## src/rtl/tdm16_pkg.sv

```systemverilog
`timescale 1ns/1ps
// Shared types for the TDM transmitter.
// Assumes nothing beyond IEEE 1800-2017 packages.
package tdm16_pkg;

    // Slot layout chosen at each frame boundary.
    typedef enum logic {
        LAYOUT_NARROW = 1'b0,   // sixteen slots of one sample width
        LAYOUT_WIDE   = 1'b1    // eight slots of twice the sample width
    } layout_e;

endpackage

```

## src/rtl/tdm_frame_timer.sv

```systemverilog
`timescale 1ns/1ps
// Bit-position counter for one TDM frame.
// Counts 0..FRAME_BITS-1 on the rising edge and flags the last position.
// Reset parks the counter one position before the last, so that the first
// boundary comes in the second cycle after reset release.
// Assumes FRAME_BITS >= 2.
module tdm_frame_timer #(
    parameter int FRAME_BITS = 256,
    localparam int IW = $clog2(FRAME_BITS)
) (
    input  logic          clk,
    input  logic          rst_n,
    output logic [IW-1:0] bit_idx,
    output logic          at_last
);
    localparam logic [IW-1:0] LAST_POS  = IW'(FRAME_BITS - 1);
    localparam logic [IW-1:0] RESET_POS = IW'(FRAME_BITS - 2);

    // Advance the bit position, wrapping at the frame end.
    always_ff @(posedge clk) begin
        if (!rst_n)
            bit_idx <= RESET_POS;
        else if (bit_idx == LAST_POS)
            bit_idx <= '0;
        else
            bit_idx <= bit_idx + 1'b1;
    end

    // Flag the final bit period of the frame.
    always_comb at_last = (bit_idx == LAST_POS);

endmodule

```

## src/rtl/tdm_sample_bank.sv

```systemverilog
`timescale 1ns/1ps
// Shadow store for one frame of samples.
// On a boundary it takes the offered bank (or zeros when none is valid),
// captures the layout, raises the request strobe for one cycle and
// records underrun. Assumes load is high for one cycle per frame.
module tdm_sample_bank
    import tdm16_pkg::*;
#(
    parameter int CHANNELS = 16,
    parameter int SAMPLE_W = 16,
    localparam int BANK_W = CHANNELS * SAMPLE_W
) (
    input  logic              clk,
    input  logic              rst_n,
    input  logic              load,
    input  logic              bank_valid,
    input  logic [BANK_W-1:0] bank_in,
    input  layout_e           layout_in,
    output logic [BANK_W-1:0] shadow,
    output layout_e           layout_q,
    output logic              req_strobe,
    output logic              underrun_flag
);
    // One shadow register per channel.
    for (genvar c = 0; c < CHANNELS; c++) begin : g_chan
        // Latch this channel at the boundary, silence when nothing is valid.
        always_ff @(posedge clk) begin
            if (!rst_n)
                shadow[c*SAMPLE_W +: SAMPLE_W] <= '0;
            else if (load)
                shadow[c*SAMPLE_W +: SAMPLE_W] <= bank_valid ?
                    bank_in[c*SAMPLE_W +: SAMPLE_W] : '0;
        end
    end

    // Capture the layout, the request strobe and the sticky underrun.
    always_ff @(posedge clk) begin
        if (!rst_n) begin
            layout_q      <= LAYOUT_NARROW;
            req_strobe    <= 1'b0;
            underrun_flag <= 1'b0;
        end else begin
            req_strobe <= load;
            if (load) begin
                layout_q <= layout_in;
                if (!bank_valid)
                    underrun_flag <= 1'b1;
            end
        end
    end

endmodule

```

## src/rtl/tdm_bit_select.sv

```systemverilog
`timescale 1ns/1ps
// Picks the frame bit for a given bit position from the shadow store.
// Narrow layout: slot = position / SAMPLE_W, MSB first.
// Wide layout: slot = position / (2*SAMPLE_W); the first half of the slot
// carries the sample MSB first, the second half is low.
// Assumes CHANNELS and SAMPLE_W are powers of two, CHANNELS >= 2.
module tdm_bit_select
    import tdm16_pkg::*;
#(
    parameter int CHANNELS = 16,
    parameter int SAMPLE_W = 16,
    localparam int BANK_W = CHANNELS * SAMPLE_W,
    localparam int IW     = $clog2(BANK_W),
    localparam int OW     = $clog2(SAMPLE_W)
) (
    input  logic [BANK_W-1:0] shadow,
    input  layout_e           layout_q,
    input  logic [IW-1:0]     bit_idx,
    output logic              bit_o
);
    logic [IW-1:0] narrow_sel;
    logic [IW-1:0] wide_sel;
    logic          wide_pad;

    // Map the bit position to a shadow index in each layout.
    always_comb begin
        narrow_sel = {bit_idx[IW-1:OW], ~bit_idx[OW-1:0]};
        wide_sel   = {1'b0, bit_idx[IW-1:OW+1], ~bit_idx[OW-1:0]};
        wide_pad   = bit_idx[OW];
    end

    // Choose the bit for the active layout.
    always_comb begin
        if (layout_q == LAYOUT_WIDE)
            bit_o = wide_pad ? 1'b0 : shadow[wide_sel];
        else
            bit_o = shadow[narrow_sel];
    end

endmodule

```

## src/rtl/tdm16_tx.sv

```systemverilog
`timescale 1ns/1ps
// TDM audio serial transmitter, top level.
// Core state moves on the rising edge of the bit clock; serial data and
// frame sync are relaunched on the falling edge so that receivers sample
// them on the rising edge. Frame sync is high during the last bit of a
// frame. Assumes clk is the bit clock and rst_n is synchronous to it.
module tdm16_tx
    import tdm16_pkg::*;
#(
    parameter int CHANNELS = 16,
    parameter int SAMPLE_W = 16,
    localparam int BANK_W = CHANNELS * SAMPLE_W,
    localparam int IW     = $clog2(BANK_W)
) (
    input  logic              clk,
    input  logic              rst_n,
    input  logic              layout_sel,
    input  logic              smp_valid,
    input  logic [BANK_W-1:0] smp_bank,
    output logic              smp_ready,
    output logic              sample_req,
    output logic              underrun,
    output logic              tdm_sd,
    output logic              tdm_fs
);
    logic [IW-1:0]     bit_idx;
    logic              at_last;
    logic [BANK_W-1:0] shadow;
    layout_e           layout_q;
    logic              bit_nxt;

    tdm_frame_timer #(.FRAME_BITS(BANK_W)) u_timer (
        .clk     (clk),
        .rst_n   (rst_n),
        .bit_idx (bit_idx),
        .at_last (at_last)
    );

    tdm_sample_bank #(.CHANNELS(CHANNELS), .SAMPLE_W(SAMPLE_W)) u_bank (
        .clk           (clk),
        .rst_n         (rst_n),
        .load          (at_last),
        .bank_valid    (smp_valid),
        .bank_in       (smp_bank),
        .layout_in     (layout_e'(layout_sel)),
        .shadow        (shadow),
        .layout_q      (layout_q),
        .req_strobe    (sample_req),
        .underrun_flag (underrun)
    );

    tdm_bit_select #(.CHANNELS(CHANNELS), .SAMPLE_W(SAMPLE_W)) u_sel (
        .shadow   (shadow),
        .layout_q (layout_q),
        .bit_idx  (bit_idx),
        .bit_o    (bit_nxt)
    );

    // The boundary cycle is the one in which a bank is accepted.
    always_comb smp_ready = at_last;

    // Launch data and frame sync on the falling edge.
    always_ff @(negedge clk) begin
        if (!rst_n) begin
            tdm_sd <= 1'b0;
            tdm_fs <= 1'b0;
        end else begin
            tdm_sd <= bit_nxt;
            tdm_fs <= at_last;
        end
    end

endmodule

```

## config.mk

```make
export PLATFORM = sky130hd
export DESIGN_NAME = tdm16_tx
export DESIGN_NICKNAME = d
export VERILOG_FILES = /design/src/rtl/tdm16_pkg.sv /design/src/rtl/tdm_frame_timer.sv /design/src/rtl/tdm_sample_bank.sv /design/src/rtl/tdm_bit_select.sv /design/src/rtl/tdm16_tx.sv
export SDC_FILE = /design/constraint.sdc
export NUM_CORES = 1
export LEC_CHECK = 0
export ABC_AREA = 1
export BUFFER_PORTS_ARGS = -buffer_cell sky130_fd_sc_hd__buf_2
export CAP_MARGIN = 20
export CORE_ASPECT_RATIO = 1.4
export CORE_UTILIZATION = 59
export CTS_CLUSTER_DIAMETER = 200
export CTS_CLUSTER_SIZE = 40
export DETAILED_ROUTE_END_ITERATION = 7
export MAX_ROUTING_LAYER = met4
export PLACE_DENSITY = 0.89
export SLEW_MARGIN = 20
export SYNTH_ARGS = -nofsm -noshare
export SYNTH_HDL_FRONTEND = slang
export SYNTH_SLANG_ARGS = --single-unit
```

## constraint.sdc

```tcl
create_clock -name clk -period 5 [get_ports clk]
set_input_delay 0.75 -clock clk [delete_from_list [all_inputs] [get_ports clk]]
set_output_delay 0.75 -clock clk [all_outputs]
set_load 0.005 [all_outputs]
```

# After elaboration in Yosys (flattened, before gate mapping)
# Index checks and enable logic that the tools add are counted.
# Widths: inputs -> output; s select.
[classes]
addsub = 1
magnitude_cmp = 2
eq_ne = 1
n_mux = 24
n_bitwise = 3
n_reduce_logical = 2
[op_table]
columns = ["cell", "n"]
rows = [
  ["$mux 16", 16],
  ["$lt 7x9->1 const B", 1],
  ["$lt 8x9->1 const B", 1],
  ["$add 8x1->8 const B", 1],
  ["$bmux 1 s8", 1],
  ["$eq 8x8->1 const B", 1],
  ["$mux 8", 1],
  ["$bmux 1 s7", 1],
  ["$mux 1", 5],
  ["$not 4->4", 1],
  ["$not 1->1", 2],
  ["$reduce_and 2->1", 1],
  ["$reduce_or 2->1", 1],
]
[word_totals]
register_bits = 269
in_bits = 260
out_inout_bits = 5
elab_cells = 56

# Depth between registers and ports, before layout
[depth]
depth_word = 5
mapped_depth = 16
mapped_depth_nobuf = 15

# Cells and area by module
# A second synthesis with hierarchy kept.
[unflattened]
hier_cells = 1830
hier_area_um2 = 12807.3
[modules_own_cells]
columns = ["mod", "n_inst", "cells_per_inst", "area_per_inst_um2"]
rows = [
  ["tdm_sample_bank", 1, 1150, 9515.4],
  ["tdm_bit_select", 1, 619, 2856.5],
  ["tdm_frame_timer", 1, 54, 376.6],
  ["tdm16_tx", 1, 7, 58.8],
]

==> results.sh <==
export IMPL_status="finished, final reports clean"
export IMPL_required_ps=4250
export IMPL_hold_slack_ps=471
export IMPL_first_pass_iters=5
export IMPL_ys_ff_latch=269
export IMPL_root_buffer="clkbuf_16"
export IMPL_worst_clock_skew_ps=98.3
export IMPL_post_route_period_util_pct=91.1
export IMPL_cts_sinks=269
export IMPL_ys_seq_area_share_pct=44.6
export IMPL_ctsHoldBuffers=0
export IMPL_hold_viol_final=0
export IMPL_row_count=61
export IMPL_drive_above_1_share_pct=16.4
export IMPL_h_tree_depth=1
export IMPL_grt_pass1_wl_um=52500
export IMPL_slowest_delay_ps=720
export IMPL_place_ws_ps=431
export IMPL_regArea_sq_mm=0.00539
export IMPL_gp_congestion=0.846
export IMPL_layout_setup_ws_ps=447
export IMPL_grt_max_degree=179
export IMPL_reg2reg_from="u_timer.bit_idx[0]"
export IMPL_startpoint_type="register"
export IMPL_worstHoldStart="u_bank.shadow[177]"
export IMPL_synth_nets=1998
export IMPL_worst_ir_drop_vdd_mv=0.324
export IMPL_grt_usage_pct=32.1
export IMPL_cp_cell_sequence="buf_12, ha_1, nand2_1, nor3_2, inv_2, nor3_4, buf_4, buf_4, buf_2"
export IMPL_final_util_pct=68.2
export IMPL_cp_slowest_cell="buf_4"
export IMPL_fmax_ghz=0.220
export IMPL_core_area_sq_mm=0.0200
export IMPL_crit_fanout=165
export IMPL_syn_avg_cell_area_sq_um=6.95
export IMPL_powerDensity_mw_per_mm2=383
export IMPL_critPathKind="register to output port"
export IMPL_multi_input_area_sq_mm=0.00553
export IMPL_fp_dieW_um=123
export IMPL_drc=0
export IMPL_clk_path_buf_depth=3
export IMPL_hpwl_um=22000
export IMPL_initial_core_util_pct=60.4
export IMPL_drtIter0Drc=1188
export IMPL_io_pins=265
export IMPL_cts_tree="done"
export IMPL_min_period_ps=4550
export IMPL_syn_cell_area_sq_mm=0.0121
export IMPL_vias=12300
export IMPL_postSynthCellCount=1737
export IMPL_nNetsFinal=2142
export IMPL_insertion_delay_ps=570
export IMPL_synthDistinctLibCells=22
export IMPL_yosysWarnings=0
export IMPL_clk_pin_slew_ps=140
export IMPL_numCtsBuffers=10
export IMPL_routed_via_density=5.76
export IMPL_dp_cells=2120
export IMPL_cpMostUsedCell="buf_4"
export IMPL_slew_headroom_pct=25.2
export IMPL_postCtsSetupBuffers=0
export IMPL_worstMarginPinSlew_ps=1120
export IMPL_wirelength_um=33700
export IMPL_crit_start="u_timer.bit_idx[0]"
export IMPL_slew_viol_final=0
export IMPL_die_height_um=171
export IMPL_fillers=1766
export IMPL_portBuffers=264
export IMPL_grt_pass1_vias=11200
export IMPL_post_drt_wl_per_cell_um=15.7
export IMPL_cap_violations=0
export IMPL_tns_ps=0
export IMPL_ctsResizeCount=0
export IMPL_overflow=0
export IMPL_stdcell_count=2138
export IMPL_area_delta_synth_final_pct=12.8
export IMPL_crit_path_end_kind="output port"
export IMPL_rsz0062_at_grt="no"
export IMPL_cp_arrival_ps=3800
export IMPL_setup_violations=0
export IMPL_die_area_sq_mm=0.0211
export IMPL_p_leak_nw=5.29
export IMPL_final_antenna_net_count=0
export IMPL_antenna_found_initial=0
export IMPL_hold_class="register to register"
==> through the flow <==
step / power (mW) / area (sq um)
after floorplan: 3.66 / 12100
after global placement: 4.14 / 13300
after detailed placement: 4.18 / 13300
after CTS: 5.22 / 13600
after global routing: 5.51 / 13600
final: 5.22 / 13600
==> layout by cell type (no fill, tap or decap), types with 4 or more instances in the layout <==
| master | n |
|---|---|
| o211ai_1 | 21 |
| nand3_1 | 474 |
| clkbuf_1 | 4 |
| buf_2 | 263 |
| dfxtp_1 | 266 |
| buf_4 | 12 |
| clkbuf_16 | 11 |
| inv_1 | 128 |
| nand2_1 | 372 |
| nor2_1 | 9 |
| o21ai_0 | 58 |
| a21oi_1 | 159 |
| o21ai_1 | 80 |
| buf_12 | 7 |
==> cell usage after synthesis (all sizes together) <==
master	n	area, sq um
nand3	474	2370
nand2	373	1400
dfxtp	269	5390
a21oi	159	796
o21ai	138	691
inv	132	495
clkbuf	78	293
buf	75	383
o211ai	21	158
nor2	10	40.0
nor3	3	31.3
clkinv	2	7.51
ha	1	12.5
o21a	1	7.51
xor2	1	8.76
==> routing by layer <==
layer	global-route usage [%]	vias to the layer above	routed length, um
met3	2.42	110	1960
li1	-	6069	-
met2	53.0	493	16400
met5	-	-	0
met1	39.1	5648	13600
met4	16.6	0	1670
==> final timing paths <==
| kind | to | slack, ps | depth (start not counted) |
|---|---|---|---|
| max reg2reg | tdm_sd | 460 | 13 |
| min | u_bank.shadow[177] | 470 | 2 |
| min reg2reg | u_bank.shadow[177] | 470 | 2 |
| max | smp_ready | 450 | 9 |
==> worst max-delay path, delay by kind of cell, from the launching register on <==
kind	cells	cell delay, ps
buffers and inverters	5	2060
DFF	1	390
adders and majority gates	1	290
and+or+nand+nor	3	480
==> where the power goes <==
part | leakage [nW] | internal, mW | total (mW) | switching [mW]
Combinational | 2.95 | 0.567 | 1.74 | 1.18
Clock | 0.158 | 0.420 | 1.08 | 0.659
Sequential | 2.17 | 2.31 | 2.40 | 0.0941
Total | 5.29 | 3.29 | 5.22 | 1.93
==> flip-flops by register name, summed over array words and instances, names as in the netlist <==
signal and cells:
tdm_fs 1, tdm_sd 1, u_bank.layout_q 1, u_bank.req_strobe 1, u_bank.shadow 256, u_bank.underrun_flag 1, u_timer.bit_idx 8
==> cell type report <==
cell class,count,share of cell area (%)
Tap cell,252,2.31
Inverter,133,3.71
Timing Repair Buffer,284,11.5
Multi-Input combinational cell,1181,40.6
Clock buffer,15,2.13
Clock inverter,3,0.174
Sequential cell,269,39.6
Antenna cell,1,0.0184
==> kinds of logic after synthesis <==
kind of cell | after synthesis | share of synthesized area (%)
buffers and inverters | 287 | 9.76
adder cells (fa/ha/maj) | 1 | 0.104
flip-flops | 269 | 44.6
XOR/XNOR | 1 | 0.0725
AND/OR/NAND/NOR | 860 | 31.8
AO/OA/AOI/OAI | 319 | 13.7
Note: power is estimated with default switching activity, not from simulation.
